File: src/rtl/manch_tx_pkg.sv
package manch_tx_pkg;
  typedef enum logic [1:0] {
    LN_IDLE = 2'd0,
    LN_DATA = 2'd1,
    LN_TAIL = 2'd2
  } ln_state_e;
endpackage

File: src/rtl/manch_tx_timer.sv
module manch_tx_timer #(
  parameter int HALF_LEN = 1
) (
  input  logic clk_i,
  input  logic rst_ni,
  output logic first_half_o,
  output logic mid_end_o,
  output logic cell_end_o
);
  localparam int CELL_LEN = 2 * HALF_LEN;
  localparam int CW = (CELL_LEN > 1) ? $clog2(CELL_LEN) : 1;

  logic [CW-1:0] cnt_q;

  always_ff @(posedge clk_i or negedge rst_ni) begin
    if (!rst_ni)         cnt_q <= '0;
    else if (cell_end_o) cnt_q <= '0;
    else                 cnt_q <= cnt_q + 1'b1;
  end

  assign first_half_o = (cnt_q < CW'(HALF_LEN));
  assign mid_end_o    = (cnt_q == CW'(HALF_LEN - 1));
  assign cell_end_o   = (cnt_q == CW'(CELL_LEN - 1));
endmodule

File: src/rtl/manch_tx_seq.sv
module manch_tx_seq
  import manch_tx_pkg::*;
(
  input  logic      clk_i,
  input  logic      rst_ni,
  input  logic      cell_end_i,
  input  logic      tx_en_i,
  input  logic      tx_data_i,
  output ln_state_e st_o,
  output logic      bit_o
);
  always_ff @(posedge clk_i or negedge rst_ni) begin
    if (!rst_ni) begin
      st_o  <= LN_IDLE;
      bit_o <= 1'b0;
    end else if (cell_end_i) begin
      if (tx_en_i) begin
        st_o  <= LN_DATA;
        bit_o <= tx_data_i;
      end else if (st_o == LN_DATA) begin
        st_o  <= LN_TAIL;  // one marker cell before idle
      end else begin
        st_o  <= LN_IDLE;
      end
    end
  end
endmodule

File: src/rtl/manch_tx_drive.sv
module manch_tx_drive
  import manch_tx_pkg::*;
(
  input  ln_state_e st_i,
  input  logic      bit_i,
  input  logic      first_half_i,
  input  logic      full_step_i,
  input  logic      loopback_i,
  output logic      line_p_o,
  output logic      line_n_o,
  output logic      lb_data_o,
  output logic      lb_valid_o
);
  logic sym;
  logic p_raw, n_raw;

  assign sym = first_half_i ? ~bit_i : bit_i;

  always_comb begin
    p_raw = 1'b0;
    n_raw = 1'b0;
    case (st_i)
      LN_DATA: begin
        p_raw = sym;
        n_raw = ~sym;
      end
      LN_TAIL: p_raw = 1'b1;
      default: p_raw = full_step_i;
    endcase
  end

  assign line_p_o   = p_raw & ~loopback_i;
  assign line_n_o   = n_raw & ~loopback_i;
  assign lb_valid_o = loopback_i & (st_i == LN_DATA);
  assign lb_data_o  = lb_valid_o & sym;
endmodule

File: src/rtl/manch_tx.sv
module manch_tx
  import manch_tx_pkg::*;
#(
  parameter int HALF_LEN = 1
) (
  input  logic clk_i,
  input  logic rst_ni,
  input  logic tx_en_i,
  input  logic tx_data_i,
  input  logic full_step_i,
  input  logic loopback_i,
  output logic tx_clk_o,
  output logic line_p_o,
  output logic line_n_o,
  output logic lb_data_o,
  output logic lb_valid_o
);
  logic      first_half;
  logic      mid_end;
  logic      cell_end;
  ln_state_e ln_st;
  logic      cur_bit;

  manch_tx_timer #(.HALF_LEN(HALF_LEN)) u_timer (
    .clk_i        (clk_i),
    .rst_ni       (rst_ni),
    .first_half_o (first_half),
    .mid_end_o    (mid_end),
    .cell_end_o   (cell_end)
  );

  manch_tx_seq u_seq (
    .clk_i      (clk_i),
    .rst_ni     (rst_ni),
    .cell_end_i (cell_end),
    .tx_en_i    (tx_en_i),
    .tx_data_i  (tx_data_i),
    .st_o       (ln_st),
    .bit_o      (cur_bit)
  );

  manch_tx_drive u_drive (
    .st_i         (ln_st),
    .bit_i        (cur_bit),
    .first_half_i (first_half),
    .full_step_i  (full_step_i),
    .loopback_i   (loopback_i),
    .line_p_o     (line_p_o),
    .line_n_o     (line_n_o),
    .lb_data_o    (lb_data_o),
    .lb_valid_o   (lb_valid_o)
  );

  assign tx_clk_o = first_half;
endmodule

File: config.mk
export PLATFORM = sky130hd
export DESIGN_NAME = manch_tx
export DESIGN_NICKNAME = d
export VERILOG_FILES = /design/src/rtl/manch_tx_pkg.sv /design/src/rtl/manch_tx_timer.sv /design/src/rtl/manch_tx_seq.sv /design/src/rtl/manch_tx_drive.sv /design/src/rtl/manch_tx.sv
export SDC_FILE = /design/constraint.sdc
export NUM_CORES = 1
export LEC_CHECK = 0
export ABC_CLOCK_PERIOD_IN_PS = 2600
export BUFFER_PORTS_ARGS = -buffer_cell sky130_fd_sc_hd__clkbuf_2
export CAP_MARGIN = 10
export CORE_AREA = 5 5 42 44
export CTS_BUF_LIST = sky130_fd_sc_hd__clkbuf_4
export CTS_CLUSTER_SIZE = 30
export DETAILED_ROUTE_END_ITERATION = 8
export DIE_AREA = 0 0 47 49
export PLACE_DENSITY_LB_ADDON = 0.1
export SLEW_MARGIN = 20
export SYNTH_ARGS = -nofsm -noshare
export SYNTH_HDL_FRONTEND = slang
export SYNTH_SLANG_ARGS = --single-unit
File: constraint.sdc
create_clock -name clk_i -period 2.6 [get_ports clk_i]
set_input_delay 0 -clock clk_i [delete_from_list [all_inputs] [get_ports clk_i]]
set_output_delay 0 -clock clk_i [all_outputs]
set_load 0.01 [all_outputs]
Yosys cells after proc, flatten, opt, wreduce, memory -nomap -nowiden
Index checks and enable logic that the tools add are counted.
{"block": "word_totals", "out_inout_bits": 5, "inputBits": 6, "reg_bits": 4, "word_cells": 21}
{"block": "classes", "reduce_logical": 1, "n_mux": 6, "n_lt_le_gt_ge": 1, "bitwise": 7, "n_eq_ne": 2, "addsub": 1}
{"operator": "$and A1 B1 Y1", "n": 4}
{"operator": "$mux W2", "n": 2}
{"operator": "$mux W1", "n": 3}
{"operator": "$not A1 Y1", "n": 3}
{"operator": "$eq A2 B1 Y1 const B", "n": 1}
{"operator": "$eq A2 B2 Y1 const B", "n": 1}
{"operator": "$pmux W1 S2", "n": 1}
{"operator": "$reduce_and A2 Y1", "n": 1}
{"operator": "$add A1 B1 Y1 const B", "n": 1}
{"operator": "$lt A1 B1 Y1 const B", "n": 1}

Depth between registers and ports, before layout
{"block": "logic_depth", "ltp_word": 5, "mapped_depth": 4, "mapped_depth_nobuf": 4}

Cells and area by module
From an unflattened synthesis, not the netlist that was laid out.
{"block": "hier_totals", "hier_cells": 23, "area_unflattened_um2": 241.5}
{"module": "manch_tx_seq", "area_each_um2": 123.9, "cells_per_inst": 9, "n_inst": 1}
{"module": "manch_tx_drive", "area_each_um2": 81.3, "cells_per_inst": 11, "n_inst": 1}
{"module": "manch_tx_timer", "area_each_um2": 36.3, "cells_per_inst": 3, "n_inst": 1}

Least setup slack after synthesis
OpenSTA, ideal clock, no wires.
{"block": "synth_timing", "path_kind": "register -> output", "from": "reg u_seq.st_o[0]", "to": "out line_p_o", "path_stages_with_launch": 5, "required_ps": 2600, "t_arrival_ps": 1044, "setup_slack_ps": 1556, "cell_sequence": "dfrtp_1 inv_1 ha_1 nor2b_1 nor3_1"}
{"block": "synth_via", "elab_chain_len": 3, "word_cells_on_any_way": 4, "classes_between": "eq/ne (2); mux (1); bitwise (1)"}
{"element": "from (decl)", "line_no": "manch_tx_seq.sv:9", "text": "output ln_state_e st_o,"}
{"element": "from (signal assigned)", "line_no": "manch_tx_seq.sv:14", "text": "st_o <= LN_IDLE;"}
{"element": "from (signal assigned)", "line_no": "manch_tx_seq.sv:18", "text": "st_o <= LN_DATA;"}
{"element": "from (signal assigned)", "line_no": "manch_tx_seq.sv:21", "text": "st_o <= LN_TAIL;"}
{"element": "$eq A2 B2 Y1 / $eq A2 B1 Y1 (equally long branches)", "line_no": "manch_tx_drive.sv:22", "text": "case (st_i)"}
{"element": "$pmux W1 S2 *", "line_no": "manch_tx_drive.sv:22"}
{"element": "$and A1 B1 Y1 *", "line_no": "manch_tx_drive.sv:32", "text": "assign line_p_o = p_raw & ~loopback_i;"}
{"element": "to (decl)", "line_no": "manch_tx.sv:13", "text": "output logic line_p_o,"}
Mark *: on every way between the ends. The rest lies on a longest branch, timed or not.

Final worst setup path
{"block": "layout_timing", "from": "reg u_timer.cnt_q, in the netlist u_timer.cell_end_o", "to": "out line_p_o"}
{"block": "layout_via", "elab_chain_len": 4}
{"element": "from (decl)", "line_no": "manch_tx_timer.sv:13", "text": "logic [CW-1:0] cnt_q;"}
{"element": "from (signal assigned)", "line_no": "manch_tx_timer.sv:18", "text": "else cnt_q <= cnt_q + 1'b1;"}
{"element": "$lt A1 B1 Y1", "line_no": "manch_tx_timer.sv:21", "text": "assign first_half_o = (cnt_q < CW'(HALF_LEN));"}
{"element": "$mux W1", "line_no": "manch_tx_drive.sv:17", "text": "assign sym = first_half_i ? ~bit_i : bit_i;"}
{"element": "$pmux W1 S2", "line_no": "manch_tx_drive.sv:22"}
{"element": "$and A1 B1 Y1", "line_no": "manch_tx_drive.sv:32"}
Every way passes these cells.

==> flow_metrics.py <==
metrics = {
    "critical_path": {
        "critical-path-max-stage-delay_ns": 0.42,
        "worstSetupPathType": "reg -> out",
        "cp_data_required_time_ns": 2.60,
        "crit_path_cell_trace": "xnor2_1 > a211oi_1 > nor3_1 > clkbuf_2",
        "slowest_stage": "sky130_fd_sc_hd__dfrtp_1",
        "end_kind": "output port",
        "reg_to_reg_startpoint": "u_timer.cell_end_o",
        "timing.critical_path.from_type": "flip-flop",
        "critical_path_arrival_ns": 1.39,
        "timing.critical_path.from": "u_timer.cell_end_o",
        "critPathMaxFanout": 6,
    },
    "clock_network": {
        "cts_made_buffers": 3,
        "tritoncts": "built",
        "numClockSinks": 4,
        "cts-root-buf": "sky130_fd_sc_hd__clkbuf_4",
        "worst_skew_pair.late_latency_ns": 0.23,
        "ctsLongestPathBuffers": 2,
        "clk_transition_reported_paths_ns": 0.04,
        "htreeDepth": 1,
        "cts_repair_resize_count": 0,
    },
    "place": {
        "count_of_input_and_output_buffers": 10,
        "placement.setup.worst_slack_ns": 1.45,
        "postPlaceCellArea_sq_um": 288,
        "dp.final_hpwl_um": 420,
        "gp_congestion": 0.756,
    },
    "logic_synthesis": {
        "postSynthAreaPerCell_sq_um": 10.4,
        "synthCells": 21,
        "cell_area_after_synthesis_sq_um": 218,
        "yosys_warnings": 0,
        "synth_fp_nets": 29,
        "synthDistinctLibCells": 14,
        "synth-seq-area-share_pct": 46.0,
        "ys_seq_elements": 4,
    },
    "timing": {
        "period_share_pct": 53.5,
        "finalMaxSlewViolations": 0,
        "fmax_ghz": 0.720,
        "fin_skew_ns": 0.00377,
        "setup_ws_ns": 1.21,
        "worst_slew_margin_rel_pct": 82.4,
        "fin_setup_tns_ns": 0,
        "rsz0062_at_grt": "no",
        "hold_violations": 0,
        "timing.final.setup_violations": 0,
        "measured_slew_at_the_worst_slew_check_pin_ns": 0.262,
        "finalWorstPathRequiredPeriod_ns": 1.39,
    },
    "global_route": {
        "first_global_vias": 185,
        "global_route.usage.total_pct": 4.38,
        "grt_pass1_wl_um": 690,
        "overflow": 0,
        "grt_max_degree": 7,
        "antenna_found_initial": 0,
    },
    "floorplanning": {
        "fp.dieH_um": 49,
        "die_x_um": 47,
        "core_sq_um": 1400,
        "start_util_pct": 15.5,
        "dieArea_sq_um": 2300,
        "ios": 11,
        "placementRows": 14,
    },
    "detailed_routing": {
        "initialDrtViolationCount": 0,
        "drc": 0,
        "route.antenna.remaining_nets": 0,
        "drt_pass1_iterations": 1,
        "drt-wirelength-per-cell_um": 8.96,
        "viasPerCell": 3.78,
        "count_of_vias_placed_by_the_detailed_router": 193,
        "wire_length_reported_by_the_detailed_router_um": 457,
    },
    "pwr": {
        "static-leakage-power_uw": 0.000168,
        "p_per_area_nw_per_um2": 528,
        "vdd_ir_drop_max_uv": 172,
        "fin_total_pwr_uw": 169,
    },
    "cells_and_area": {
        "diodes": 0,
        "final_common_cell": "sky130_fd_sc_hd__clkbuf_2",
        "nets": 45,
        "area.growth.synth_to_final_pct": 47.1,
        "post_route_cells_drive_above_1_share_pct": 42.9,
        "layout.cells.most_common_list": "10 x sky130_fd_sc_hd__clkbuf_2, 4 x sky130_fd_sc_hd__dfrtp_1, 3 x sky130_fd_sc_hd__inv_1, 3 x sky130_fd_sc_hd__clkbuf_4",
        "layout.cell_area.non_filler_sq_um": 320,
    },
    "min_path": {
        "min-delay-start": "tx_data_i",
        "timing.hold.worst.class": "in -> reg",
    },
    "run": {
        "max-cap-violations": 0,
    },
    "run_status": {
        "run_status": "complete, no violations",
    },
}
==> per-layer routing <==
metal | share of wire [%] | wire [um] | vias up | global-route usage, %
met5 | 0 | 0 | - | 0
met4 | 0 | 0 | 0 | 5.53
met3 | 14 | 65 | 0 | 1.48
met2 | 46 | 209 | 10 | 5.66
met1 | 40 | 183 | 83 | 4.68
li1 | - | - | 100 | -
==> worst max-delay path: cells and delay by family (launching register included) <==
| family | cells | cell delay, ns |
|---|---|---|
| DFF | 1 | 0.42 |
| and+or+nand+nor | 1 | 0.17 |
| xor gates and xnor gates | 1 | 0.28 |
| AOI/OAI and AO/OA | 1 | 0.12 |
| buffers and inverters | 1 | 0.16 |
==> flip-flops by register name, indices dropped and copies added (netlist names) <==
register            flops
u_seq.bit_o             1
u_seq.st_o              2
u_timer.cell_end_o      1
==> synthesized netlist by cell type <==
| cell | number | area share (%) |
|---|---|---|
| sky130_fd_sc_hd__nand3b_1 | 1 | 3.4 |
| sky130_fd_sc_hd__inv_1 | 3 | 5.2 |
| sky130_fd_sc_hd__xnor2_1 | 1 | 4.0 |
| sky130_fd_sc_hd__dfrtp_1 | 4 | 46 |
| sky130_fd_sc_hd__and2_2 | 1 | 3.4 |
| sky130_fd_sc_hd__nand2_1 | 1 | 1.7 |
| sky130_fd_sc_hd__nor2b_1 | 1 | 2.9 |
| sky130_fd_sc_hd__a211oi_1 | 1 | 3.4 |
| sky130_fd_sc_hd__and2_1 | 1 | 2.9 |
| sky130_fd_sc_hd__nor3b_1 | 1 | 3.4 |
| sky130_fd_sc_hd__nor3_1 | 1 | 2.3 |
| sky130_fd_sc_hd__o21ai_0 | 2 | 4.6 |
| sky130_fd_sc_hd__ha_1 | 2 | 11 |
| sky130_fd_sc_hd__mux2_2 | 1 | 5.2 |
==> what timing repair did <==
item / CTS / global route
hold buffers: 1 / 0
endpoints found under the hold margin: 4 / 0
setup buffers: 0 / 0
setup endpoints to repair: 0 / 0
==> final timing paths <==
path	end	slack [ns]	cells after the start
max	line_p_o	1.21	4
max reg2reg	u_seq.bit_o	1.61	2
min	u_seq.bit_o	0.005	2
max in group asynchronous	u_seq.bit_o	2.37	2
min in group asynchronous	u_timer.cell_end_o	0.10	2
min reg2reg	u_seq.bit_o	0.52	1
==> logic make-up after synthesis <==
kind of cell / count (synthesis) / synth area share [%]
DFF: 4 / 46.0
buffers and inverters: 3 / 5.17
and+or+nand+nor: 7 / 20.1
adders and majority gates: 2 / 11.5
AOI/OAI and AO/OA: 3 / 8.05
muxes: 1 / 5.17
xor gates and xnor gates: 1 / 4.02
==> final cells by class <==
type                       count  area, sq um
multi-input combinational     14          106
tap                           16         20.0
clock buffer                   3         22.5
inverter                       3         11.3
sequential                     4          100
fill                         166         1080
timing repair buffer          11         60.1
==> where the power goes <==
part | switching, uW | internal (uW)
Clock | 22.9 | 51.4
Sequential | 1.82 | 65.8
Combinational | 12.8 | 14.3
==> stage by stage <==
step | cells | hold slack, ns | util (%)
after global routing | 51 | 0.0205 | 22.9
after CTS | 51 | 0.00112 | 22.9
final | 51 | 0.00546 | 22.9
after detailed placement | 47 | -0.190 | 20.5
after floorplan | 21 | -0.296 | -
after global placement | 47 | -0.189 | 20.5
Note: power is estimated with default switching activity, not from simulation.
